**config.mk**
```make
export PLATFORM = sky130hd
export DESIGN_NAME = boot_loader_top
export DESIGN_NICKNAME = d
export VERILOG_FILES = /design/src/rtl/boot_pkg.sv /design/src/rtl/boot_wdog.sv /design/src/rtl/boot_hdr.sv /design/src/rtl/boot_seq.sv /design/src/rtl/boot_status.sv /design/src/rtl/boot_loader_top.sv
export SDC_FILE = /design/constraint.sdc
export NUM_CORES = 1
export LEC_CHECK = 0
export BUFFER_PORTS_ARGS = -buffer_cell sky130_fd_sc_hd__buf_2
export CAP_MARGIN = 20
export CORE_MARGIN = 2
export CORE_UTILIZATION = 55
export DETAILED_ROUTE_END_ITERATION = 7
export PLACE_DENSITY = 0.84
export SETUP_SLACK_MARGIN = 0.2
export SYNTH_ARGS = -nofsm -noshare
export SYNTH_HDL_FRONTEND = slang
export SYNTH_SLANG_ARGS = --single-unit
```
**constraint.sdc**
```tcl
create_clock -name clk -period 3.3 [get_ports clk]
set_input_delay 0.825 -clock clk [delete_from_list [all_inputs] [get_ports clk]]
set_output_delay 0.825 -clock clk [all_outputs]
set_load 0.01 [all_outputs]
```
**src/rtl/boot_pkg.sv**
```systemverilog
// Shared definitions for the boot loader: command codes, sequencer
// states, fault flags and the device-address helper.
package boot_pkg;

    typedef enum logic [2:0] {
        OP_START   = 3'd0,
        OP_RSTART  = 3'd1,
        OP_WRITE   = 3'd2,
        OP_RD_ACK  = 3'd3,
        OP_RD_NACK = 3'd4,
        OP_STOP    = 3'd5
    } bus_op_e;

    typedef enum logic [3:0] {
        ST_IDLE, ST_START, ST_DEVW, ST_AHI, ST_ALO, ST_RSTART,
        ST_DEVR, ST_HDR, ST_HCHK, ST_DATA, ST_STOP, ST_DONE
    } seq_st_e;

    typedef struct packed {
        logic nack;
        logic bad_hdr;
        logic timeout;
        logic no_dev;
    } fault_t;

    localparam logic [5:0] DEV_PREFIX = 6'b101000;

    // Device byte: fixed prefix, strap bit, direction bit (1 = read).
    function automatic logic [7:0] dev_byte(input logic cs, input logic rd);
        return {DEV_PREFIX, cs, rd};
    endfunction

endpackage

```
**src/rtl/boot_wdog.sv**
```systemverilog
// Response watchdog: counts consecutive cycles that a command is pending
// without an answer and pulses expire on the TIMEOUT_CYC-th such cycle.
// Assumes TIMEOUT_CYC >= 1.
module boot_wdog #(
    parameter int unsigned TIMEOUT_CYC = 5_000_000
) (
    input  logic clk,
    input  logic rst_n,
    input  logic waiting,
    input  logic answered,
    output logic expire
);
    localparam int unsigned CNT_W = $clog2(TIMEOUT_CYC + 1);

    logic [CNT_W-1:0] cnt_q;

    // Count the unanswered cycles; restart when idle or answered.
    always_ff @(posedge clk) begin
        if (!rst_n)
            cnt_q <= '0;
        else if (waiting && !answered)
            cnt_q <= cnt_q + 1'b1;
        else
            cnt_q <= '0;
    end

    // Expire on the last allowed cycle of an unanswered command.
    always_comb expire = waiting && !answered && (cnt_q == CNT_W'(TIMEOUT_CYC - 1));

endmodule

```
**src/rtl/boot_hdr.sv**
```systemverilog
// Header capture and check: stores the three header bytes (length high,
// length low, memory selector) and flags a header that cannot be loaded.
// Assumes AW <= 16.
module boot_hdr #(
    parameter int unsigned AW      = 10,
    parameter int unsigned NUM_MEM = 4
) (
    input  logic        clk,
    input  logic        rst_n,
    input  logic        we,
    input  logic [1:0]  idx,
    input  logic [7:0]  din,
    output logic [15:0] len,
    output logic [7:0]  mtype,
    output logic        bad
);
    localparam int unsigned MAX_LEN = 1 << AW;

    logic [7:0] len_hi_q, len_lo_q, mt_q;

    // Latch each header byte into its slot as it arrives.
    always_ff @(posedge clk) begin
        if (!rst_n) begin
            len_hi_q <= '0;
            len_lo_q <= '0;
            mt_q     <= '0;
        end else if (we) begin
            case (idx)
                2'd0:    len_hi_q <= din;
                2'd1:    len_lo_q <= din;
                default: mt_q     <= din;
            endcase
        end
    end

    // Assemble fields and judge the header.
    always_comb begin
        len   = {len_hi_q, len_lo_q};
        mtype = mt_q;
        bad   = (len == 16'd0) || (32'(len) > MAX_LEN) || (32'(mt_q) >= NUM_MEM);
    end

endmodule

```
**src/rtl/boot_seq.sv**
```systemverilog
// Boot sequencer: walks the command sequence on the byte interface,
// captures the header, streams data bytes to the memory port and
// reports the outcome once. Assumes one response pulse per command.
module boot_seq
    import boot_pkg::*;
#(
    parameter int unsigned AW      = 10,
    parameter int unsigned NUM_MEM = 4,
    parameter logic [15:0] OFFSET  = 16'h0000,
    localparam int unsigned MSEL_W = (NUM_MEM > 1) ? $clog2(NUM_MEM) : 1
) (
    input  logic              clk,
    input  logic              rst_n,
    input  logic              load_req,
    input  logic              cs_pin,
    output logic              cmd_valid,
    output bus_op_e           cmd_op,
    output logic [7:0]        cmd_wdata,
    input  logic              rsp_done,
    input  logic              rsp_nack,
    input  logic [7:0]        rsp_rdata,
    input  logic              wd_expire,
    output logic              hdr_we,
    output logic [1:0]        hdr_idx,
    input  logic              hdr_bad,
    input  logic [15:0]       hdr_len,
    input  logic [7:0]        hdr_mtype,
    output logic              mem_we,
    output logic [MSEL_W-1:0] mem_sel,
    output logic [AW-1:0]     mem_addr,
    output logic [7:0]        mem_wdata,
    output logic              arm_we,
    output logic [MSEL_W-1:0] arm_sel,
    output logic              fin,
    output fault_t            fin_fault,
    output logic              busy
);
    seq_st_e           st_q;
    logic              cs_q;
    logic [15:0]       cnt_q;
    fault_t            flt_q;
    logic              last_byte;

    // Final data byte of the announced length.
    always_comb last_byte = (cnt_q == hdr_len - 16'd1);

    // Command presented to the master engine in each state.
    always_comb begin
        cmd_valid = 1'b1;
        cmd_op    = OP_WRITE;
        cmd_wdata = 8'h00;
        case (st_q)
            ST_START:  cmd_op    = OP_START;
            ST_DEVW:   cmd_wdata = dev_byte(cs_q, 1'b0);
            ST_AHI:    cmd_wdata = OFFSET[15:8];
            ST_ALO:    cmd_wdata = OFFSET[7:0];
            ST_RSTART: cmd_op    = OP_RSTART;
            ST_DEVR:   cmd_wdata = dev_byte(cs_q, 1'b1);
            ST_HDR:    cmd_op    = OP_RD_ACK;
            ST_DATA:   cmd_op    = last_byte ? OP_RD_NACK : OP_RD_ACK;
            ST_STOP:   cmd_op    = OP_STOP;
            default:   cmd_valid = 1'b0;
        endcase
    end

    // Side strobes: header capture, error arming, completion, busy.
    always_comb begin
        hdr_we    = (st_q == ST_HDR) && rsp_done;
        hdr_idx   = cnt_q[1:0];
        arm_we    = (st_q == ST_HCHK) && !hdr_bad;
        arm_sel   = hdr_mtype[MSEL_W-1:0];
        fin       = ((st_q == ST_STOP) && rsp_done) || wd_expire;
        fin_fault = flt_q;
        if (wd_expire)
            fin_fault.timeout = 1'b1;
        busy      = (st_q != ST_IDLE) && (st_q != ST_DONE);
    end

    // Sequence state, fault capture and memory write port.
    always_ff @(posedge clk) begin
        if (!rst_n) begin
            st_q      <= ST_IDLE;
            cs_q      <= 1'b0;
            cnt_q     <= '0;
            flt_q     <= '0;
            mem_we    <= 1'b0;
            mem_sel   <= '0;
            mem_addr  <= '0;
            mem_wdata <= '0;
        end else begin
            mem_we <= 1'b0;
            if (wd_expire) begin
                st_q <= ST_DONE;
            end else begin
                case (st_q)
                    ST_IDLE: if (load_req) begin
                        st_q <= ST_START;
                        cs_q <= cs_pin;
                    end
                    ST_START:  if (rsp_done) st_q <= ST_DEVW;
                    ST_DEVW: if (rsp_done) begin
                        if (rsp_nack) begin
                            flt_q.no_dev <= 1'b1;
                            st_q         <= ST_STOP;
                        end else
                            st_q <= ST_AHI;
                    end
                    ST_AHI, ST_ALO, ST_DEVR: if (rsp_done) begin
                        if (rsp_nack) begin
                            flt_q.nack <= 1'b1;
                            st_q       <= ST_STOP;
                        end else if (st_q == ST_AHI)
                            st_q <= ST_ALO;
                        else if (st_q == ST_ALO)
                            st_q <= ST_RSTART;
                        else begin
                            st_q  <= ST_HDR;
                            cnt_q <= '0;
                        end
                    end
                    ST_RSTART: if (rsp_done) st_q <= ST_DEVR;
                    ST_HDR: if (rsp_done) begin
                        if (cnt_q == 16'd2) begin
                            cnt_q <= '0;
                            st_q  <= ST_HCHK;
                        end else
                            cnt_q <= cnt_q + 16'd1;
                    end
                    ST_HCHK: begin
                        if (hdr_bad) begin
                            flt_q.bad_hdr <= 1'b1;
                            st_q          <= ST_STOP;
                        end else
                            st_q <= ST_DATA;
                    end
                    ST_DATA: if (rsp_done) begin
                        mem_we    <= 1'b1;
                        mem_sel   <= hdr_mtype[MSEL_W-1:0];
                        mem_addr  <= cnt_q[AW-1:0];
                        mem_wdata <= rsp_rdata;
                        cnt_q     <= cnt_q + 16'd1;
                        if (last_byte)
                            st_q <= ST_STOP;
                    end
                    ST_STOP: if (rsp_done) st_q <= ST_DONE;
                    default: st_q <= st_q;
                endcase
            end
        end
    end

endmodule

```
**src/rtl/boot_status.sv**
```systemverilog
// Status register: records the outcome once per reset and keeps one
// load-error bit per target memory. Assumes NUM_MEM <= 8.
module boot_status
    import boot_pkg::*;
#(
    parameter int unsigned NUM_MEM = 4,
    localparam int unsigned MSEL_W = (NUM_MEM > 1) ? $clog2(NUM_MEM) : 1
) (
    input  logic              clk,
    input  logic              rst_n,
    input  logic              arm_we,
    input  logic [MSEL_W-1:0] arm_sel,
    input  logic              fin,
    input  fault_t            fin_fault,
    output logic [15:0]       stat_word,
    output logic              use_default
);
    logic               done_q, ok_q;
    fault_t             flt_q;
    logic [NUM_MEM-1:0] merr_q;

    // Capture the outcome and maintain the per-memory error bits.
    always_ff @(posedge clk) begin
        if (!rst_n) begin
            done_q <= 1'b0;
            ok_q   <= 1'b0;
            flt_q  <= '0;
            merr_q <= '0;
        end else begin
            if (arm_we)
                merr_q[arm_sel] <= 1'b1;
            if (fin) begin
                done_q <= 1'b1;
                flt_q  <= fin_fault;
                ok_q   <= (fin_fault == '0);
                if (fin_fault == '0)
                    merr_q <= '0;
            end
        end
    end

    // Pack the status word and the fallback indication.
    always_comb begin
        stat_word              = '0;
        stat_word[0]           = done_q;
        stat_word[1]           = ok_q;
        stat_word[2]           = flt_q.no_dev;
        stat_word[3]           = flt_q.timeout | flt_q.bad_hdr | flt_q.nack;
        stat_word[4]           = flt_q.timeout;
        stat_word[5]           = flt_q.bad_hdr;
        stat_word[6]           = flt_q.nack;
        stat_word[8 +: NUM_MEM] = merr_q;
        use_default            = done_q & ~ok_q;
    end

endmodule

```
**src/rtl/boot_loader_top.sv**
```systemverilog
// Boot loader top: ties the sequencer, header checker, response watchdog
// and status register together. Assumes an external I2C master engine
// answering each command with one rsp_done pulse.
module boot_loader_top #(
    parameter int unsigned AW          = 10,
    parameter int unsigned NUM_MEM     = 4,
    parameter logic [15:0] OFFSET      = 16'h0000,
    parameter int unsigned TIMEOUT_CYC = 5_000_000,
    localparam int unsigned MSEL_W     = (NUM_MEM > 1) ? $clog2(NUM_MEM) : 1
) (
    input  logic              clk,
    input  logic              rst_n,
    input  logic              load_req,
    input  logic              cs_pin,
    output logic              cmd_valid,
    output logic [2:0]        cmd_op,
    output logic [7:0]        cmd_wdata,
    input  logic              rsp_done,
    input  logic              rsp_nack,
    input  logic [7:0]        rsp_rdata,
    output logic              mem_we,
    output logic [MSEL_W-1:0] mem_sel,
    output logic [AW-1:0]     mem_addr,
    output logic [7:0]        mem_wdata,
    output logic              gpio_pull_low,
    output logic              use_default,
    output logic [15:0]       stat_word
);
    import boot_pkg::*;

    bus_op_e           op_w;
    logic              wd_expire;
    logic              hdr_we, hdr_bad;
    logic [1:0]        hdr_idx;
    logic [15:0]       hdr_len;
    logic [7:0]        hdr_mtype;
    logic              arm_we, fin;
    logic [MSEL_W-1:0] arm_sel;
    fault_t            fin_fault;

    // Present the command code as a plain vector.
    always_comb cmd_op = op_w;

    boot_seq #(.AW(AW), .NUM_MEM(NUM_MEM), .OFFSET(OFFSET)) seq_i (
        .clk(clk), .rst_n(rst_n), .load_req(load_req), .cs_pin(cs_pin),
        .cmd_valid(cmd_valid), .cmd_op(op_w), .cmd_wdata(cmd_wdata),
        .rsp_done(rsp_done), .rsp_nack(rsp_nack), .rsp_rdata(rsp_rdata),
        .wd_expire(wd_expire),
        .hdr_we(hdr_we), .hdr_idx(hdr_idx), .hdr_bad(hdr_bad),
        .hdr_len(hdr_len), .hdr_mtype(hdr_mtype),
        .mem_we(mem_we), .mem_sel(mem_sel), .mem_addr(mem_addr), .mem_wdata(mem_wdata),
        .arm_we(arm_we), .arm_sel(arm_sel), .fin(fin), .fin_fault(fin_fault),
        .busy(gpio_pull_low)
    );

    boot_hdr #(.AW(AW), .NUM_MEM(NUM_MEM)) hdr_i (
        .clk(clk), .rst_n(rst_n), .we(hdr_we), .idx(hdr_idx), .din(rsp_rdata),
        .len(hdr_len), .mtype(hdr_mtype), .bad(hdr_bad)
    );

    boot_wdog #(.TIMEOUT_CYC(TIMEOUT_CYC)) wdog_i (
        .clk(clk), .rst_n(rst_n), .waiting(cmd_valid), .answered(rsp_done),
        .expire(wd_expire)
    );

    boot_status #(.NUM_MEM(NUM_MEM)) stat_i (
        .clk(clk), .rst_n(rst_n), .arm_we(arm_we), .arm_sel(arm_sel),
        .fin(fin), .fin_fault(fin_fault),
        .stat_word(stat_word), .use_default(use_default)
    );

endmodule

```
-- Word level (Yosys, flattened, before mapping)
Cells that the tools add are included.
- register bits: 102
- bits of input ports: 14
- output and inout bits: 51
- logic and storage cells: 149
- add/subtract/negate cells: 3
- $lt $le $gt $ge: 4
- eq/ne operators: 38
- multiplexer cells: 36
- bitwise operators: 9
- reduce and logical (&&, ||, !) cells: 37
- operators with widths (cell ; count):
    16-bit 2-to-1 mux ; 7
    4-bit 2-to-1 mux ; 16
    16-bit case mux with 3 select lines ; 1
    4-bit case mux with 9 select lines ; 1
    3-bit by 2-bit != test with 1-bit output (second input constant) ; 9
    2-bit != test (second input constant) ; 12
    23-bit by 1-bit adder with 23-bit output (second input constant) ; 1
    23-bit == test (second input constant) ; 1
    11-bit AND reduction ; 2
    16-bit by 1-bit adder with 16-bit output (second input constant) ; 1
    16-bit == test ; 1
    16-bit by 2-bit == test with 1-bit output (second input constant) ; 1
    4-bit by 3-bit == test with 1-bit output (second input constant) ; 4
    16-bit by 11-bit greater-than comparator with 1-bit output (second input constant) ; 1
    16-bit zero test ; 1
    8-bit case mux with 2 select lines ; 1
    16-bit by 1-bit subtractor with 16-bit output (second input constant) ; 1
    3-bit case mux with 5 select lines ; 1
    4-bit == test (second input constant) ; 3
    10-bit nonzero test ; 1
    3-bit AND reduction ; 3
    9-bit nonzero test ; 1
    9-bit OR reduction ; 1
    4-bit by 2-bit == test with 1-bit output (second input constant) ; 2
    28 further kinds ; 54

-- Longest topological paths before layout
- depth in word-level cells: 9
- gate-level depth with buffers: 8
- depth with buffers taken out: 8

-- Cells and area by module
From an unflattened synthesis, not the netlist that was laid out.
- cells, all modules: 639
- area, all modules: 5336.4 sq um
- modules (own cells, without submodules) (module ; times used ; cells each ; area an instance (sq um) ; sequential area each (sq um)):
    boot_seq ; 1 ; 371 ; 2825.2 ; 900.9
    boot_wdog ; 1 ; 122 ; 1043.5 ; 460.4
    boot_hdr ; 1 ; 100 ; 1007.2 ; 480.5
    boot_status ; 1 ; 46 ; 460.4 ; 200.2

-- Worst setup path after synthesis
No wires, ideal clock.
- path kind: reg-to-output
- from: reg hdr_i.len_lo_q[3]
- to: out cmd_op[1]
- data arrival time: 2.147 ns
- data required time: 2.475 ns
- setup slack: 0.328 ns
- cell stages (with the launch flop): 9
- path buffers: 2
- cell sequence: dfxtp_1 buf_6 or4_4 buf_6 nor3_1 and4bb_1 o31ai_1 nor4_1 a211oi_1
- word-level cells in the longest chain between the ends: 4
- RTL lines (item ; RTL line ; source):
    start: declaration ; boot_hdr.sv:19 ; logic [7:0] len_hi_q, len_lo_q, mt_q;
    start signal: assignment ; boot_hdr.sv:30 ; 2'd1: len_lo_q <= din;
    16-bit by 1-bit subtractor with 16-bit output ; boot_seq.sv:45 ; always_comb last_byte = (cnt_q == hdr_len - 16'd1);
    16-bit == test ; boot_seq.sv:45 ;
    3-bit 2-to-1 mux ; boot_seq.sv:60 ; ST_DATA: cmd_op = last_byte ? OP_RD_NACK : OP_RD_ACK;
    3-bit case mux with 5 select lines ; boot_seq.sv:52 ; case (st_q)
    end: declaration ; boot_loader_top.sv:16 ; output logic [2:0] cmd_op,
No other way between the ends.

-- Final worst setup path
- from: reg hdr_i.len_lo_q[4]
- to: out cmd_op[2]
Same word-level chain as after synthesis.

==> impl_results.md <==
* Status: complete, but fails checks
* Failing checks: setup timing
* Via density at between 5 and 6
* Crit end category: output port
* Synth Warn # at 0
* Tmin final at 3.39 ns
* Hold slack at 0.463 ns
* GRT Total Usage at 24.8%
* Endpoints failing setup at 2
* R2r startpoint: hdr_i.len_lo_q[4]$_SDFFE_PN0P_
* Slew Viols, Final at 0
* Fmax at 295 MHz
* Total power at 2.63 mW
* Ant. Diodes at 0
* Buffers on Ports at 55
* Clk buf depth at 2
* Worst-path clk slew at around 0.09 ns
* H-tree depth at 3
* Routed vias at 4586
* GRT met2 Usage at approximately two fifths
* Core area at 0.00920 mm²
* FP Rows at 35
* Syn Area/Cell at 8.28 µm²
* First-pass GRT wire length at 20.4 mm
* Synthesized area at 0.00520 mm²
* Least-Margin Pin Slew at 0.792 ns
* Post-synth EDFFs at 0
* Main area contributors after synthesis: dfxtp_1, nand2_1, a21boi_0
* Clk sinks at 102
* Largest net degree at the start of global routing at 44
* Die area at 0.0102 mm²
* Area growth, synth to finish at 13.2%
* Final critical-path share of the clock period at 103%
* Worst path required time at approximately 2.5 ns
* Critical-path maximum fanout at 6
* PD cells at 446 mW/mm²
* Min-Delay Path Class: register to register
* Met3 Resource Use GR at 4.21%
* Initial antenna violation count at 0
* Asr flop ratio synth at 0%
* Max Cap Violations at 0
* DRC violations left at 0
* Final ANT Viol Nets at 0
* Vias in the first global route at 4157
* CP arrival at about 2.6 ns
* Iter 0 DRT Violations at about 280
* Crit path launch: hdr_i.len_lo_q[4]$_SDFFE_PN0P_
* Clk_lat worst skew at 0.36 ns
* Top-area cell type share of the netlist area at 39.3%
* Hold Buf Count CTS at 0
* Hold Vio Cnt, Final at 0
* IO Pins at 65
* Pleak at ~2.4 nW
* Die height at 101 µm
* Commonest cells after routing, fill and taps aside: dfxtp_1, nand2_1, nor2_1
* Number of nets in the layout at ~700
* Synthesized flop and latch total at ~100
* Worst setup SP type: register
* CTS tree: built
* CTS root buf: clkbuf_8
* Layout cells sized above 1 at 18.5%
* Peak VDD IR at 0.324 mV
* Worst hold start: seq_i.mem_addr[8]$_SDFFE_PN0P_
* Register area share after synthesis at 39.3%
* Slew headroom at 47.0%
* Starting Density at 56.5%
* Final WL at 12.5 mm
* Crit Path Category: register to output port
* Number of buffers created by CTS at 9
* Setup WS post-layout at -0.0915 ns
* Most common cell after layout, fill and taps aside: dfxtp_1
* Cell taking the most area after synthesis: dfxtp_1
* Mapped Cells at 628
* Worst Clk Skew at 0.0154 ns
* Dominant synthesized flop cell: dfxtp_1
* RSZ-0062 raised after global routing: yes
* GRT busiest layer: met2
* Distinct cell type count after synthesis at 61
* GR Util met1 at 34.0%
* Total grt overflow at 0
* Gp weighted congestion at 0.941
* TritonRoute pass-1 iters at 5
* Routed wire per std cell at between 15 and 20 µm
* Post-DP HPWL at 9.04 mm
* Die X at between 100 and 150 µm
flip-flops by register name, summed over array words and instances, names as in the netlist, 2 cells and up:
register / cells
seq_i.mem_addr: 10
seq_i.fin_fault: 3
hdr_i.len_lo_q: 8
hdr_i.len_hi_q: 8
stat_i.merr_q: 4
stat_i.stat_word: 4
hdr_i.mtype: 8
wdog_i.cnt_q: 23
seq_i.st_q: 4
seq_i.mem_sel: 2
seq_i.mem_wdata: 8
seq_i.cnt_q: 16
layer usage:
metal	wire, µm	share of wire (%)	vias up
met5	0	0	-
met4	83	0.66	0
met3	654	5.2	9
met2	6000	48	157
met1	5800	46	2163
li1	-	-	2257
worst paths after layout:
kind	endpoint	slack, ns	cells after the start
hold reg to reg	seq_i.mem_addr[8]$_SDFFE_PN0P_	0.46	2
setup reg to reg	seq_i.st_q[1]$_SDFFE_PN0P_	0.72	7
setup / recovery	cmd_op[2]	-0.09	7
hold / removal	seq_i.mem_addr[8]$_SDFFE_PN0P_	0.46	2
worst max-delay path, cell delays in order (launching register included):
cell and delay (ns):
dfxtp_4 0.37, or4_4 0.61, nor3_4 0.22, xnor3_1 0.22, o31ai_4 0.10, or4_4 0.44, o22ai_2 0.11, buf_2 0.15
final cells by class:
type,count,area [µm²]
clock buffer,11,141
clock inverter,5,63.8
fill,796,3310
inverter,13,48.8
multi-input combinational,474,2990
sequential,102,2060
tap,111,139
timing repair buffer,77,440
where the power goes:
group	internal, mW	switching (mW)	total [mW]
Clock	0.381	0.442	0.823
Sequential	1.26	0.0834	1.35
Combinational	0.186	0.273	0.459
kinds of logic (layout without fill, tap and decap cells):
kind of cell / after synthesis / count (layout) / share of synthesized area, %
multiplexers: 12 / 12 / 2.31
other: 1 / 9 / 0.0721
buffers and inverters: 60 / 106 / 5.68
flip-flops: 102 / 102 / 39.3
XOR/XNOR: 50 / 50 / 8.69
adder cells (fa/ha/maj): 6 / 6 / 1.44
AND/OR/NAND/NOR: 301 / 301 / 29.2
AO/OA/AOI/OAI: 96 / 96 / 13.3
cells in the mapped netlist, drive strengths merged (6+ instances only):
| library cell | instances |
|---|---|
| dfxtp | 102 |
| nand2 | 91 |
| nor2 | 56 |
| a21boi | 37 |
| clkbuf | 29 |
| xnor2 | 29 |
| nand3 | 28 |
| nor3 | 22 |
| xor2 | 20 |
| buf | 18 |
| nor2b | 18 |
| and3 | 15 |
| nand4 | 15 |
| a21oi | 14 |
| nor4 | 14 |
| inv | 13 |
| mux2i | 12 |
| o21ai | 10 |
| and2 | 8 |
| o21a | 7 |
| or3 | 7 |
| ha | 6 |
| nand2b | 6 |
| or4 | 6 |
per-stage QoR:
step	setup TNS [ns]	cell area, µm²	setup slack, ns	instances	utilization [%]
2_1_floorplan	0	5230	0.328	636	-
3_3_place_gp	0	5480	0.164	766	59.6
3_5_place_dp	0	5480	0.125	766	59.6
4_1_cts	-0.159	5850	-0.0772	791	63.6
5_1_grt	-0.444	5890	-0.170	793	64.0
6_report	-0.135	5890	-0.0915	793	64.0
repair_timing:
| action | CTS | global route |
|---|---|---|
| pin swaps | 13 | 5 |
| cloned | 0 | 0 |
| setup buffers | 9 | 2 |
| endpoints found under the setup margin | 3 | 3 |
| gates resized for setup | 28 | 5 |
Note: power is estimated with default switching activity, not from simulation.
